<file path="src/rtl/tmr_pkg.sv">
package tmr_pkg;
  localparam int ADDR_W = 3;
  localparam logic [ADDR_W-1:0] ADDR_CNT = 3'd0;
  localparam logic [ADDR_W-1:0] ADDR_GRA = 3'd1;
  localparam logic [ADDR_W-1:0] ADDR_IOC = 3'd5;
  localparam logic [ADDR_W-1:0] ADDR_STR = 3'd7;
  localparam int IOC_W = 10;

  typedef struct packed {
    logic       cntLoad;
    logic       cntTick;
    logic [3:0] grWr;
    logic [1:0] cap;
    logic [1:0] capShift;
    logic [1:0] cmpBuf;
  } tmrStrobe_t;
endpackage

</file>
<file path="src/rtl/tmr_ctrl.sv">
module tmr_ctrl
  import tmr_pkg::*;
#(
  parameter int WIDTH  = 16,
  parameter int NUM_CH = 6,
  parameter int CH_IDX = 0
) (
  input  logic              clk,
  input  logic              rstN,
  input  logic              cntEn,
  input  logic              busWr,
  input  logic [ADDR_W-1:0] busAddr,
  input  logic [WIDTH-1:0]  busWdata,
  input  logic [1:0]        pinIn,
  input  logic [1:0]        cntEq,
  output tmrStrobe_t        strobe,
  output logic [IOC_W-1:0]  ioReg,
  output logic [NUM_CH-1:0] startReg,
  output logic [1:0]        pinOut
);
  logic       started;
  logic       ioWr;
  logic       strWr;
  logic [1:0] pinPrev;
  logic [1:0] match;
  logic [1:0] capEdge;
  logic [1:0] bufEn;

  assign started = startReg[CH_IDX];
  assign ioWr    = busWr && (busAddr == ADDR_IOC);
  assign strWr   = busWr && (busAddr == ADDR_STR);
  assign bufEn   = ioReg[9:8];

  always_ff @(posedge clk or negedge rstN) begin
    if (!rstN) begin
      ioReg    <= '0;
      startReg <= '0;
      pinPrev  <= '0;
    end else begin
      pinPrev <= pinIn;
      if (ioWr)  ioReg    <= busWdata[IOC_W-1:0];
      if (strWr) startReg <= busWdata[NUM_CH-1:0];
    end
  end

  for (genvar i = 0; i < 2; i++) begin : g_pin
    logic       capMode;
    logic       initLvl;
    logic [1:0] act;
    assign capMode = ioReg[4*i+3];
    assign initLvl = ioReg[4*i+2];
    assign act     = ioReg[4*i+1 -: 2];

    assign match[i]   = !capMode && started && cntEn && cntEq[i];
    assign capEdge[i] = capMode && (act[0] ? (pinPrev[i] && !pinIn[i])
                                           : (pinIn[i] && !pinPrev[i]));

    always_ff @(posedge clk or negedge rstN) begin
      if (!rstN) begin
        pinOut[i] <= 1'b0;
      end else if (ioWr && !started) begin
        pinOut[i] <= busWdata[4*i+2];
      end else if (match[i]) begin
        case (act)
          2'b01:   pinOut[i] <= 1'b0;
          2'b10:   pinOut[i] <= 1'b1;
          2'b11:   pinOut[i] <= !pinOut[i];
          default: pinOut[i] <= pinOut[i];
        endcase
      end
    end


    toggle_act_chk: assert property (@(posedge clk) disable iff (!rstN)
      (match[i] && act == 2'b11 && !ioWr) |=> (pinOut[i] != $past(pinOut[i])));


    init_force_chk: assert property (@(posedge clk) disable iff (!rstN)
      (ioWr && !started) |=> (pinOut[i] == $past(busWdata[4*i+2])));


    cap_shift_chk: assert property (@(posedge clk) disable iff (!rstN)
      (strobe.capShift[i]) |-> strobe.cap[i]);
  end

  always_comb begin
    strobe          = '0;
    strobe.cntLoad  = busWr && (busAddr == ADDR_CNT);
    strobe.cntTick  = started && cntEn && !strobe.cntLoad;
    for (int k = 0; k < 4; k++)
      strobe.grWr[k] = busWr && (busAddr == ADDR_GRA + ADDR_W'(k));
    strobe.cap      = capEdge;
    strobe.capShift = capEdge & bufEn;
    strobe.cmpBuf   = match & bufEn;
  end


  stop_hold_chk: assert property (@(posedge clk) disable iff (!rstN)
    (!started && !ioWr) |=> $stable(pinOut));
endmodule

</file>
<file path="src/rtl/tmr_datapath.sv">
module tmr_datapath
  import tmr_pkg::*;
#(
  parameter int WIDTH = 16
) (
  input  logic                  clk,
  input  logic                  rstN,
  input  tmrStrobe_t            strobe,
  input  logic [WIDTH-1:0]      busWdata,
  output logic [WIDTH-1:0]      cnt,
  output logic [3:0][WIDTH-1:0] gr,
  output logic [1:0]            cntEq
);
  always_ff @(posedge clk or negedge rstN) begin
    if (!rstN)               cnt <= '0;
    else if (strobe.cntLoad) cnt <= busWdata;
    else if (strobe.cntTick) cnt <= cnt + 1'b1;
  end

  for (genvar i = 0; i < 2; i++) begin : g_pair
    assign cntEq[i] = (cnt == gr[i]);

    always_ff @(posedge clk or negedge rstN) begin
      if (!rstN)                 gr[i] <= '0;
      else if (strobe.cap[i])    gr[i] <= cnt;
      else if (strobe.cmpBuf[i]) gr[i] <= gr[i+2];
      else if (strobe.grWr[i])   gr[i] <= busWdata;
    end

    always_ff @(posedge clk or negedge rstN) begin
      if (!rstN)                   gr[i+2] <= '0;
      else if (strobe.capShift[i]) gr[i+2] <= gr[i];
      else if (strobe.grWr[i+2])   gr[i+2] <= busWdata;
    end


    cap_store_chk: assert property (@(posedge clk) disable iff (!rstN)
      strobe.cap[i] |=> (gr[i] == $past(cnt)));


    buf_move_chk: assert property (@(posedge clk) disable iff (!rstN)
      strobe.capShift[i] |=> (gr[i+2] == $past(gr[i])));


    cmp_reload_chk: assert property (@(posedge clk) disable iff (!rstN)
      (strobe.cmpBuf[i] && !strobe.cap[i]) |=> (gr[i] == $past(gr[i+2])));
  end


  cnt_step_chk: assert property (@(posedge clk) disable iff (!rstN)
    strobe.cntTick |=> (cnt == $past(cnt) + 1'b1));
endmodule

</file>
<file path="src/rtl/tmr_channel.sv">
module tmr_channel
  import tmr_pkg::*;
#(
  parameter int WIDTH  = 16,
  parameter int NUM_CH = 6,
  parameter int CH_IDX = 0
) (
  input  logic              clk,
  input  logic              rstN,
  input  logic              cntEn,
  input  logic              busWr,
  input  logic [ADDR_W-1:0] busAddr,
  input  logic [WIDTH-1:0]  busWdata,
  output logic [WIDTH-1:0]  busRdata,
  input  logic              pinAIn,
  input  logic              pinBIn,
  output logic              pinAOut,
  output logic              pinBOut
);
  tmrStrobe_t            strobe;
  logic [WIDTH-1:0]      cnt;
  logic [3:0][WIDTH-1:0] gr;
  logic [1:0]            cntEq;
  logic [IOC_W-1:0]      ioReg;
  logic [NUM_CH-1:0]     startReg;
  logic [1:0]            pinOut;

  tmr_ctrl #(.WIDTH(WIDTH), .NUM_CH(NUM_CH), .CH_IDX(CH_IDX)) u_ctrl (
    .clk(clk), .rstN(rstN), .cntEn(cntEn), .busWr(busWr), .busAddr(busAddr),
    .busWdata(busWdata), .pinIn({pinBIn, pinAIn}), .cntEq(cntEq),
    .strobe(strobe), .ioReg(ioReg), .startReg(startReg), .pinOut(pinOut)
  );

  tmr_datapath #(.WIDTH(WIDTH)) u_dp (
    .clk(clk), .rstN(rstN), .strobe(strobe), .busWdata(busWdata),
    .cnt(cnt), .gr(gr), .cntEq(cntEq)
  );

  assign pinAOut = pinOut[0];
  assign pinBOut = pinOut[1];

  always_comb begin
    case (busAddr)
      3'd0:    busRdata = cnt;
      3'd1:    busRdata = gr[0];
      3'd2:    busRdata = gr[1];
      3'd3:    busRdata = gr[2];
      3'd4:    busRdata = gr[3];
      3'd5:    busRdata = {{(WIDTH-IOC_W){1'b0}}, ioReg};
      3'd7:    busRdata = {{(WIDTH-NUM_CH){1'b0}}, startReg};
      default: busRdata = '0;
    endcase
  end
endmodule

</file>
<file path="config.mk">
export PLATFORM = sky130hd
export DESIGN_NAME = tmr_channel
export DESIGN_NICKNAME = d
export VERILOG_FILES = /design/src/rtl/tmr_pkg.sv /design/src/rtl/tmr_ctrl.sv /design/src/rtl/tmr_datapath.sv /design/src/rtl/tmr_channel.sv
export SDC_FILE = /design/constraint.sdc
export NUM_CORES = 1
export LEC_CHECK = 0
export CORE_MARGIN = 2
export CORE_UTILIZATION = 57
export DETAILED_ROUTE_END_ITERATION = 12
export HOLD_SLACK_MARGIN = 0.15
export PLACE_DENSITY = 0.84
export SLEW_MARGIN = 25
export SYNTH_ARGS = -nofsm -noshare
export SYNTH_HDL_FRONTEND = slang
export SYNTH_SLANG_ARGS = --single-unit
</file>
<file path="constraint.sdc">
create_clock -name clk -period 9.3 [get_ports clk]
set_input_delay 2.79 -clock clk [delete_from_list [all_inputs] [get_ports clk]]
set_output_delay 2.79 -clock clk [all_outputs]
set_load 0.05 [all_outputs]
</file>
==> flow_summary.json <==
{
  "skew_ns": 0.00837,
  "ys_seq_area_share_pct": 39.0,
  "holdBufCountCts": 0,
  "placed_cell_area_um2": 6780,
  "dp_slack_ns": 1.21,
  "cts.sinks": 100,
  "post_cts_buffers": 0,
  "ys_async_sr_fraction_pct": 100,
  "drc_errors": 0,
  "die_w_um": 110,
  "crit_chain": "clkdlybuf4s50_1, buf_4, mux4_2, inv_1, a21oi_1, clkdlybuf4s50_1",
  "critPathMaxFanout": 21,
  "synth_area_leaders": "dfrtp_1 (39%), mux2i_1 (9.8%), mux2_2 (4.9%)",
  "vias": 5530,
  "path_buf_inv": 4,
  "fmax_mhz": 123,
  "layout_commonest_cell": "dfrtp_1",
  "yosysTopAreaCell": "dfrtp_1",
  "cpMostUsedCell": "clkdlybuf4s50_1",
  "grt_max_degree": 67,
  "cts.clk_slew.worst_paths_ns": 0.06,
  "synth_ff_type": "dfrtp_1",
  "ir_drop_mv": 0.132,
  "maxCapViolations": 0,
  "required_ns": 6.51,
  "p_leak_uw": 0.00298,
  "hold_viol": 0,
  "avgRoutedWirePerCell_um": 22.6,
  "finalSetupViolations": 0,
  "crit_slowest_cell": "clkdlybuf4s50_1",
  "nNetsFinal": 706,
  "dr.pass1.iters": 6,
  "antenna_found_initial": 0,
  "mostFrequentLayoutCells": "dfrtp_1 (100), nor2_1 (70), mux2i_1 (63), nand2_1 (61), a21oi_1 (52)",
  "grt_pass1_vias": 5309,
  "power.total_uw": 2050,
  "cp_slowest_stage_delay_ns": 0.76,
  "critPathCaptureType": "primary output",
  "yosysWarnings": 0,
  "hp-start": "u_ctrl.ioReg[2]",
  "clkLatencyLatePin_ns": 0.35,
  "port_buffers": 42,
  "power_density_nw_per_um2": 288,
  "cts_max_level": 3,
  "drt-vias-per-instance": 6.74,
  "final_area_um2": 7110,
  "path_class": "in2out",
  "numCtsBuffers": 9,
  "synth-seq-cells": 100,
  "die_h_um": 110,
  "syn_area_um2": 6420,
  "max_slew.worst_pin.slew_ns": 0.908,
  "cts-root-buf": "clkbuf_16",
  "first_iter_violations": 669,
  "synth_edf_count": 0,
  "rsz0062_at_grt": "no",
  "rr_startpoint": "u_dp.cnt[8]",
  "synth_top_area_share_pct": 39.0,
  "setup_slack_ns": 1.16,
  "area_delta_synth_final_pct": 10.7,
  "ios": 43,
  "yosysUniqueCellTypes": 55,
  "drtAntennaViolNets": 0,
  "slew_viol_final": 0,
  "grt_usage_pct": 32.2,
  "finalCritPeriodShare_pct": 87.5,
  "gp_congestion": 1.06,
  "syn_nets": 704,
  "dp_hpwl_mm": 12.4,
  "rows": 38,
  "crit_arrival_ns": 5.35,
  "cts_resized": 0,
  "grt_pass1_wl_mm": 29.2,
  "period_minus_slack_ns": 8.14,
  "tns_ns": 0,
  "overflow": 0,
  "nFillCells": 836,
  "initial_core_util_pct": 58.7,
  "diodes": 0,
  "cp_top_family": "buffers and inverters",
  "start_kind": "primary input",
  "core_region_area_um2": 10900,
  "die_area_um2": 12100,
  "syn_area_per_cell_um2": 9.53,
  "cp-startpoint": "busAddr[1]",
  "run_status": "finished clean",
  "hold_class": "reg2reg",
  "layout-drive-gt1-share_pct": 12.4,
  "routed_wl_mm": 18.5,
  "cts_tree": "done",
  "max_slew_margin_pct": 39.5,
  "clock_path_buffers": 2,
  "synthCells": 674
}
synthesized netlist by cell type (4+ instances only):
| library cell | count |
|---|---|
| mux2i_1 | 63 |
| xor2_1 | 24 |
| a31oi_1 | 5 |
| o221ai_1 | 7 |
| mux2_4 | 10 |
| buf_6 | 5 |
| nand2_1 | 62 |
| o31a_1 | 13 |
| mux2_2 | 28 |
| nor2_1 | 70 |
| inv_1 | 12 |
| and2_1 | 4 |
| a22oi_1 | 26 |
| mux4_2 | 5 |
| nor3_1 | 4 |
| o21ai_1 | 5 |
| o21ai_0 | 36 |
| nand4_1 | 8 |
| xnor2_1 | 23 |
| buf_1 | 6 |
| ha_1 | 5 |
| buf_2 | 20 |
| clkbuf_1 | 23 |
| a21oi_1 | 52 |
| nand3_1 | 11 |
| dfrtp_1 | 100 |
flip-flops by register name, indices dropped and copies added, names as in the netlist:
| register | count |
|---|---|
| u_ctrl.pinOut | 2 |
| u_ctrl.ioReg | 10 |
| u_ctrl.pinPrev | 2 |
| u_dp.cnt | 16 |
| u_dp.gr | 64 |
| u_ctrl.startReg | 6 |
cell type report:
cell class	instances	area [µm²]	area share (%)
clock buffer	11	253	3.56
clock inverter	4	72.6	1.02
inverter	12	45.0	0.634
multi-input combinational	503	3590	50.5
sequential	100	2500	35.2
tap	140	175	2.46
timing repair buffer	50	473	6.65
stage by stage:
step / utilization, % / cells / hold slack [ns]
detailed placement: 62.0 / 805 / 0.507
floorplan: - / 674 / 0.474
CTS: 65.0 / 820 / 0.523
finish: 65.0 / 820 / 0.518
global placement: 62.0 / 805 / 0.490
global route: 65.0 / 820 / 0.542
metal layers:
metal / track usage (%) / part of all wire, % / vias to the layer above
li1: - / - / 2395
met4: 14.5 / 4.4 / 0
met3: 8.58 / 12 / 75
met2: 47.0 / 44 / 384
met5: 0 / 0 / -
met1: 44.9 / 40 / 2676
path summary, 6_finish.rpt:
check                                      to  slack, ns  cells after the start
min in group asynchronous  u_ctrl.startReg[1]       2.39                      1
max in group asynchronous        u_dp.cnt[11]       5.69                      2
min                           u_ctrl.ioReg[2]       0.52                      1
max                               busRdata[2]       1.16                      6
max reg2reg                        u_dp.gr[1]       6.34                      5
min reg2reg                   u_ctrl.ioReg[2]       0.52                      1
kinds of logic (layout without fill, tap and decap cells):
family                   count (synthesis)  after routing  synth area share [%]
AND/OR/NAND/NOR                        185            185                  14.0
adder cells (fa/ha/maj)                  5              5                 0.974
multiplexers                           106            106                  18.8
buffers and inverters                   71             77                  5.34
XOR/XNOR                                47             47                  6.41
AO/OA/AOI/OAI                          160            160                  15.5
flip-flops                             100            100                  39.0
power by group:
part / internal, µW / switching [µW]
sequential: 609 / 263
clock: 249 / 166
combinational: 357 / 404
Note: power is estimated with default switching activity, not from simulation.
